<file path="src/rtl/warp_mask_stack.sv">
module warp_mask_stack #(
  parameter int LANES = 32,
  parameter int DEPTH = 32,
  parameter int PCW   = 32
) (
  input  logic             clk,
  input  logic             rst_n,
  input  logic             cmd_branch,
  input  logic             cmd_sync,
  input  logic [LANES-1:0] lane_pred,
  input  logic [PCW-1:0]   br_target,
  input  logic [PCW-1:0]   br_fallthru,
  input  logic [PCW-1:0]   br_join,
  input  logic [PCW-1:0]   sync_pc,
  output logic [LANES-1:0] active_mask,
  output logic [PCW-1:0]   next_pc,
  output logic             pc_valid,
  output logic             ready,
  output logic             overflow_err
);

  localparam int SPW = $clog2(DEPTH + 1);
  localparam int AW  = (DEPTH > 1) ? $clog2(DEPTH) : 1;
  localparam logic [SPW-1:0] ROOM_LIM = SPW'(DEPTH - 2);

  logic [PCW-1:0]   st_pc   [DEPTH];
  logic [PCW-1:0]   st_wait [DEPTH];
  logic [LANES-1:0] st_mask [DEPTH];

  logic [SPW-1:0]   sp;
  logic             busy;
  logic [LANES-1:0] pend_tk, pend_nt;
  logic [PCW-1:0]   pend_tgt, pend_fall, pend_join;

  wire [LANES-1:0] tk   = lane_pred & active_mask;
  wire [LANES-1:0] nt   = ~lane_pred & active_mask;
  wire             none = (tk == '0);
  wire             all  = (tk == active_mask);
  wire             room = (sp <= ROOM_LIM);
  wire [SPW-1:0]   top  = sp - 1'b1;
  wire [AW-1:0]    wr_ix = sp[AW-1:0];
  wire [AW-1:0]    rd_ix = top[AW-1:0];
  wire             hit  = (sp != '0) && (sync_pc == st_wait[rd_ix]);
  wire             br_go = cmd_branch && !busy;
  wire             sy_go = cmd_sync && !cmd_branch && !busy && hit;

  assign ready = !busy;

  always_ff @(posedge clk or negedge rst_n) begin
    if (!rst_n) begin
      active_mask  <= '1;
      next_pc      <= '0;
      pc_valid     <= 1'b0;
      busy         <= 1'b0;
      sp           <= '0;
      overflow_err <= 1'b0;
      pend_tk      <= '0;
      pend_nt      <= '0;
      pend_tgt     <= '0;
      pend_fall    <= '0;
      pend_join    <= '0;
    end else begin
      pc_valid <= 1'b0;
      if (busy) begin
        st_pc[wr_ix]   <= pend_fall;
        st_mask[wr_ix] <= pend_nt;
        st_wait[wr_ix] <= pend_join;
        sp             <= sp + 1'b1;
        active_mask    <= pend_tk;
        next_pc        <= pend_tgt;
        pc_valid       <= 1'b1;
        busy           <= 1'b0;
      end else if (br_go) begin
        if (all || none) begin
          next_pc  <= none ? br_fallthru : br_target;
          pc_valid <= 1'b1;
        end else if (!room) begin
          overflow_err <= 1'b1;
        end else begin
          st_pc[wr_ix]   <= br_join;
          st_mask[wr_ix] <= active_mask;
          st_wait[wr_ix] <= br_join;
          sp             <= sp + 1'b1;
          busy           <= 1'b1;
          pend_tk        <= tk;
          pend_nt        <= nt;
          pend_tgt       <= br_target;
          pend_fall      <= br_fallthru;
          pend_join      <= br_join;
        end
      end else if (sy_go) begin
        active_mask <= st_mask[rd_ix];
        next_pc     <= st_pc[rd_ix];
        pc_valid    <= 1'b1;
        sp          <= top;
      end
    end
  end


  mask_live_chk: assert property (@(posedge clk) disable iff (!rst_n)
    active_mask != '0);


  ready_pulse_chk: assert property (@(posedge clk) disable iff (!rst_n)
    !ready |=> ready);


  split_subset_chk: assert property (@(posedge clk) disable iff (!rst_n)
    !ready |=> ((active_mask & ~$past(active_mask)) == '0) && pc_valid);


  uniform_hold_chk: assert property (@(posedge clk) disable iff (!rst_n)
    (cmd_branch && ready && (((lane_pred & active_mask) == active_mask) ||
     ((lane_pred & active_mask) == '0))) |=> $stable(active_mask) && pc_valid && ready);


  empty_sync_chk: assert property (@(posedge clk) disable iff (!rst_n)
    (cmd_sync && !cmd_branch && ready && sp == '0) |=> !pc_valid && $stable(active_mask));


  ovf_sticky_chk: assert property (@(posedge clk) disable iff (!rst_n)
    overflow_err |=> overflow_err);


  depth_bound_chk: assert property (@(posedge clk) disable iff (!rst_n)
    sp <= SPW'(DEPTH));

endmodule

</file>
<file path="config.mk">
export PLATFORM = sky130hd
export DESIGN_NAME = warp_mask_stack
export DESIGN_NICKNAME = d
export VERILOG_FILES = /design/src/rtl/warp_mask_stack.sv
export SDC_FILE = /design/constraint.sdc
export NUM_CORES = 2
export LEC_CHECK = 0
export BUFFER_PORTS_ARGS = -buffer_cell sky130_fd_sc_hd__buf_4
export CORE_ASPECT_RATIO = 1.2
export CORE_MARGIN = 2
export CORE_UTILIZATION = 50
export DETAILED_ROUTE_END_ITERATION = 10
export PLACE_DENSITY = 0.69
export SYNTH_ARGS = -nofsm -noshare
export SYNTH_HDL_FRONTEND = slang
export SYNTH_SLANG_ARGS = --single-unit
</file>
<file path="constraint.sdc">
create_clock -name clk -period 8.2 [get_ports clk]
set_clock_uncertainty 0.05 [all_clocks]
set_input_delay 0.82 -clock clk [delete_from_list [all_inputs] [get_ports clk]]
set_output_delay 0.82 -clock clk [all_outputs]
set_load 0.005 [all_outputs]
</file>
# After elaboration in Yosys (flattened, before gate mapping)
# Memory sizes are Yosys's and may differ from the RTL's.
# Cells that the tools add are included.
# op_classes
bitwise,9
n_lt_le_gt_ge,1
eq_ne,6
n_reduce_logical,19
n_addsub,2
mux,27
# ops
operator,n
32-bit 2-to-1 mux,11
32-bit bitwise AND,2
32-bit == test,2
32-bit zero test,1
32-bit inverter,1
6-bit 2-to-1 mux,5
1-bit 2-to-1 mux,11
4-bit AND reduction,2
1-bit logical AND,7
6-bit by 1-bit adder with 6-bit output (second input constant),1
6-bit by 5-bit less-or-equal comparator with 1-bit output (second input constant),1
3-bit != test (second input constant),2
6-bit nonzero test,1
6-bit by 1-bit subtractor with 6-bit output (second input constant),1
2-bit AND reduction,2
3-bit by 2-bit != test with 1-bit output (second input constant),1
1-bit inverter,3
1-bit bitwise OR,3
3-bit AND reduction,1
3-bit nonzero test,1
1-bit zero test,2
2-bit != test (second input constant),1
2-bit nonzero test,1
1-bit logical OR,1
# word_totals
register_bits,233
output_inout_bits,67
elab_cells,78
input_bits,164
mem_bits_rw,3072
memories,3
# memory_table
memory,depth,width,read_ports,rd_ports_with_merged_regs,write_ports,line_no,text
st_mask,32,32,1,0,1,28,logic [LANES-1:0] st_mask [DEPTH];
st_pc,32,32,1,0,1,26,logic [PCW-1:0] st_pc [DEPTH];
st_wait,32,32,1,0,1,27,logic [PCW-1:0] st_wait [DEPTH];

# Logic depth before layout (Yosys ltp)
# depth
word_depth,9
depth_mapped,22
depth_no_buf,12

# Least setup slack after synthesis
# No wires, ideal clock.
# synth_path
kind,reg2reg
startpoint,register sp[0]
endpoint,"memory st_mask[12][0], enable pin"
synth_period_minus_slack_ps,7109
slack_ps,1091
n_path_buf,5
t_required_ps,7598
arrival_ps,6507
setup_ps,552
stages_incl_launch_ff,13
cell_sequence,dfrtp_1 -> buf_6 -> buf_6 -> buf_6 -> buf_6 -> inv_1 -> ha_1 -> o31ai_1 -> or3_1 -> clkbuf_1 -> a21oi_1 -> nand2_1 -> nor2_1
# synth_via
elab_chain_len,8
# synth_rtl
item,line_no,text
"start, declared",30,logic [SPW-1:0] sp;
"start signal, assigned",68,sp <= sp + 1'b1;
"start signal, assigned",83,sp <= sp + 1'b1;
"start signal, assigned",95,sp <= top;
6-bit by 5-bit less-or-equal comparator with 1-bit output,39,wire room = (sp <= ROOM_LIM);
1-bit 2-to-1 mux,77,end else if (!room) begin
1-bit 2-to-1 mux,74,if (all || none) begin
1-bit 2-to-1 mux,73,end else if (br_go) begin
1-bit 2-to-1 mux,64,if (busy) begin
1-bit logical AND (not written as such),81,st_mask[wr_ix] <= active_mask;
1-bit 2-to-1 mux (not written as such),81,
1-bit bitwise OR (no line),-,
"end, declared",28,
# Several ways; a longest one is shown, not always the timed one.

# Final worst setup path
# layout_path
startpoint,register sp[0]
endpoint,register active_mask[30]
# layout_via
elab_chain_len,7
elab_cells_between_ends,12
# layout_rtl
item,line_no,text
6-bit by 1-bit subtractor with 6-bit output,40,wire [SPW-1:0] top = sp - 1'b1;
memory 32 x 32 bit,-,
32-bit == test,43,wire hit = (sp != '0) && (sync_pc == st_wait[rd_ix]);
1-bit logical AND,43,
1-bit logical AND,45,wire sy_go = cmd_sync && !cmd_branch && !busy && hit;
2-bit nonzero test (no line),-,
2-bit AND reduction (no line),-,
"end signal, assigned",69,active_mask <= pend_tk;
"end signal, assigned",92,active_mask <= st_mask[rd_ix];
"end, declared",15,"output logic [LANES-1:0] active_mask,"
# Several ways; a longest one is shown, not always the timed one. The select of a mux whose other input is x is not followed.
# A chain may end at the register's enable or synchronous reset.

==> run_results.csv <==
group,metric,value,unit
place,placed_cell_area,136000,sq um
clocking,cts_setup_buffers,0,
route,drtIter0Drc,8787,
clocking,ctsHoldBuffers,1,
route,drc,0,
floorplanning,die_area,262000,sq um
logic_synthesis,yosysTopAreaCellShare,71.4,%
place,dp_slack,1360,ps
logic_synthesis,synth_flop_cell,"edfxtp_1",
route,avgRoutedWirePerCell,34.5,um
timing,rsz0062_at_grt,"false",
place,dp.cells,9498,
timing,worst-slew-pin-transition,1290,ps
clocking,post_cts_resized,0,
min_path,hp-start,"lane_pred[5]",
global_routing,grt_max_degree,149,
timing,fmax,145,MHz
pwr,total_power,36.6,mW
cells_and_area,multi_input_area,29700,sq um
clocking,clock-sinks,3305,
setup_path,crit_slowest_cell,"ha_4",
global_routing,antenna_found_initial,11,
timing,slew_violations,0,
global_routing,grt_pass1_vias,64732,
logic_synthesis,syn-cell-area,129000,sq um
clocking,cts_tree,"yes",
clocking,numCtsBuffers,305,
setup_path,critPathArrivalTime,7630,ps
clocking,h-tree-depth,5,
pwr,ir_drop,0.375,mV
setup_path,crit_fanout,75,
clocking,cts_root_buf,"clkbuf_16",
timing,slew_headroom,13.9,%
floorplanning,rows,204,
floorplanning,start_util,50.2,%
cells_and_area,stdcell_area,145000,sq um
cells_and_area,regArea,98100,sq um
timing,setup_violations,0,
cells_and_area,post-route-util,56.5,%
logic_synthesis,synth.area.top_cells,"edfxtp_1 (71%), mux4_2 (15%), dfrtp_1 (3.9%)",
setup_path,crit_required,8910,ps
cells_and_area,fin_cells,10040,
setup_path,worstSetupEndpointType,"flip-flop",
cells_and_area,area_growth,12.5,%
route,vias_per_cell,6.47,
floorplanning,die_y,561,um
clocking,clk_latency,880,ps
logic_synthesis,yosysWarnings,0,
logic_synthesis,synth_async_sr_flop_share,7.05,%
global_routing,grt_overflow,0,
logic_synthesis,avgSynthCellArea,21.4,sq um
setup_path,critPathKind,"flip-flop to flip-flop",
place,portBuffers,230,
timing,hold_viol,0,
setup_path,startpoint,"sp[0]$_DFFE_PN0P_",
logic_synthesis,synth_edf_count,3072,
timing,worst_slack,1280,ps
cells_and_area,fillCellCount,18433,
floorplanning,fp.dieW,468,um
timing,setup_tns,0,ps
setup_path,crit_buf_inv,4,
floorplanning,core,257000,sq um
timing,fin_crit_sh,84.3,%
cells_and_area,drive_above_1_share,29.5,%
place,hpwl,185,mm
pwr,power_density,252,nW/um^2
place,gp_congestion,0.850,
setup_path,startpoint_type,"flip-flop",
global_routing,grt_usage,26.2,%
global_routing,grt_pass1_wl,487,mm
pwr,power.leakage,39.7,nW
logic_synthesis,synth_commonest_cells,"edfxtp_1 (3072), mux4_2 (858), nand2_1 (432)",
logic_synthesis,synth_largest_area_cell,"edfxtp_1",
logic_synthesis,yosys.cell_count.top_type,"edfxtp_1",
setup_path,cp_top_family,"buffers and inverters",
job,maxCapViolCount,0,
run_status,outcome,"finished, final reports clean",
timing,period_needed,6920,ps
min_path,hp-class,"input pin to flip-flop",
timing,whs,125,ps
route,ant_nets,0,
logic_synthesis,ys_types,78,
logic_synthesis,syn-num-nets,6194,
route,drt_wl_total,346,mm
clocking,clkTransAtPathRegs,70,ps
route,via_count,64942,
floorplanning,io_pins,231,
logic_synthesis,ys_seq_area_share,76.0,%
route,dr.pass1.iters,6,
logic_synthesis,syn_inst,6025,
logic_synthesis,synth-seq-cells,3305,
cells_and_area,layout.nets,6576,
clocking,cts_buffer_depth,4,
setup_path,critPathMaxStageDelay,880,ps
setup_path,timing.rr.start,"sp[0]$_DFFE_PN0P_",
setup_path,cp_common_cell,"buf_4",
setup_path,cp_cell_sequence,"inv_1, ha_4, buf_4, buf_4, mux4_2, nand2_1, a32o_1, a221oi_1, xnor2_1, nand2_1, and4bb_2, nand4b_4, buf_4, nor3_1, a311o_1",
-- power breakdown --
| group | leakage, nW | switching [mW] | internal [mW] |
|---|---|---|---|
| clock | 4.66 | 6.04 | 7.80 |
| combinational | 10.8 | 2.82 | 1.69 |
| sequential | 24.2 | 0.0679 | 18.2 |
| total | 39.7 | 8.93 | 27.7 |
-- worst register-to-register path: stages, from the launching register on --
cell and delay (ps):
dfrtp_4 870, inv_1 340, ha_4 880, buf_4 820
buf_4 700, mux4_2 330, nand2_1 60, a32o_1 270
a221oi_1 470, xnor2_1 150, nand2_1 90, and4bb_2 260
nand4b_4 130, buf_4 680, nor3_1 350, a311o_1 370
-- sequential cells by signal, indices dropped and copies added (netlist names) --
register and flops:
st_wait 1024, st_mask 1024, pc_valid 1, sp 6, pend_fall 32, pend_nt 32, pend_tgt 32, overflow_err 1
st_pc 1024, busy 1, active_mask 32, pend_join 32, pend_tk 32, next_pc 32
-- cells by family (layout without fill, tap and decap cells) --
| group | Yosys count | after routing | share of synthesized area (%) |
|---|---|---|---|
| flops | 3305 | 3305 | 76.0 |
| mux | 1237 | 1237 | 18.1 |
| simple gates | 742 | 742 | 2.51 |
| buf+inv | 364 | 971 | 1.38 |
| compound gates | 345 | 345 | 1.82 |
| xor+xnor | 27 | 27 | 0.189 |
| fa+ha+maj | 5 | 5 | 0.0484 |
| other cells | 0 | 9 | 0 |
-- worst paths after layout --
kind	to	depth (start not counted)	slack, ps
worst max-delay path	active_mask[30]$_DFFE_PN1P_	15	1280
worst min-delay path	pend_nt[5]$_DFFE_PN0P_	2	120
worst max register to register	active_mask[30]$_DFFE_PN1P_	15	1280
worst min register to register	pend_tk[12]$_DFFE_PN0P_	2	430
max in group asynchronous	pend_nt[29]$_DFFE_PN0P_	4	5390
min in group asynchronous	next_pc[25]$_DFFE_PN0P_	2	410
-- final cells by class --
cell class | instances | area share, %
antenna | 9 | 0.0155
clock inverter | 141 | 0.851
inverter | 32 | 0.0836
tap | 3399 | 2.93
sequential | 3305 | 67.6
multi-input combinational | 2356 | 20.4
clock buffer | 391 | 5.71
timing repair buffer | 407 | 2.43
-- placed cells by master, fill, tap and decap left out, types with 8 or more instances in the layout --
cell	n
a21oi_1	48
a221oi_1	8
a22oi_1	16
a311o_1	33
a32oi_1	9
and2_1	34
and3_1	9
buf_12	37
buf_4	368
bufinv_16	21
clkbuf_1	65
clkbuf_16	316
clkbuf_8	10
clkinv_1	53
clkinv_2	50
clkinvlp_4	9
dfrtp_1	199
dfstp_2	32
diode_2	9
edfxtp_1	3072
inv_1	29
mux2_2	169
mux2i_1	210
mux4_2	858
nand2_1	429
nand2b_1	17
nand3_1	63
nand4_1	19
nor2_1	62
nor2_4	33
nor3_1	42
o21ai_0	108
o21ai_2	14
o22ai_1	12
o31ai_1	20
xnor2_1	12
xor2_1	12
-- layer usage --
layer | share of wire (%) | vias up | track usage (%) | wire length, um
li1 | - | 25744 | - | -
met1 | 37 | 35181 | 34.9 | 127000
met2 | 51 | 3371 | 43.8 | 175000
met3 | 8.0 | 646 | 3.62 | 27600
met4 | 4.8 | 0 | 11.1 | 16500
met5 | 0 | - | 0 | 0
Power figures use the tool's default switching activity.
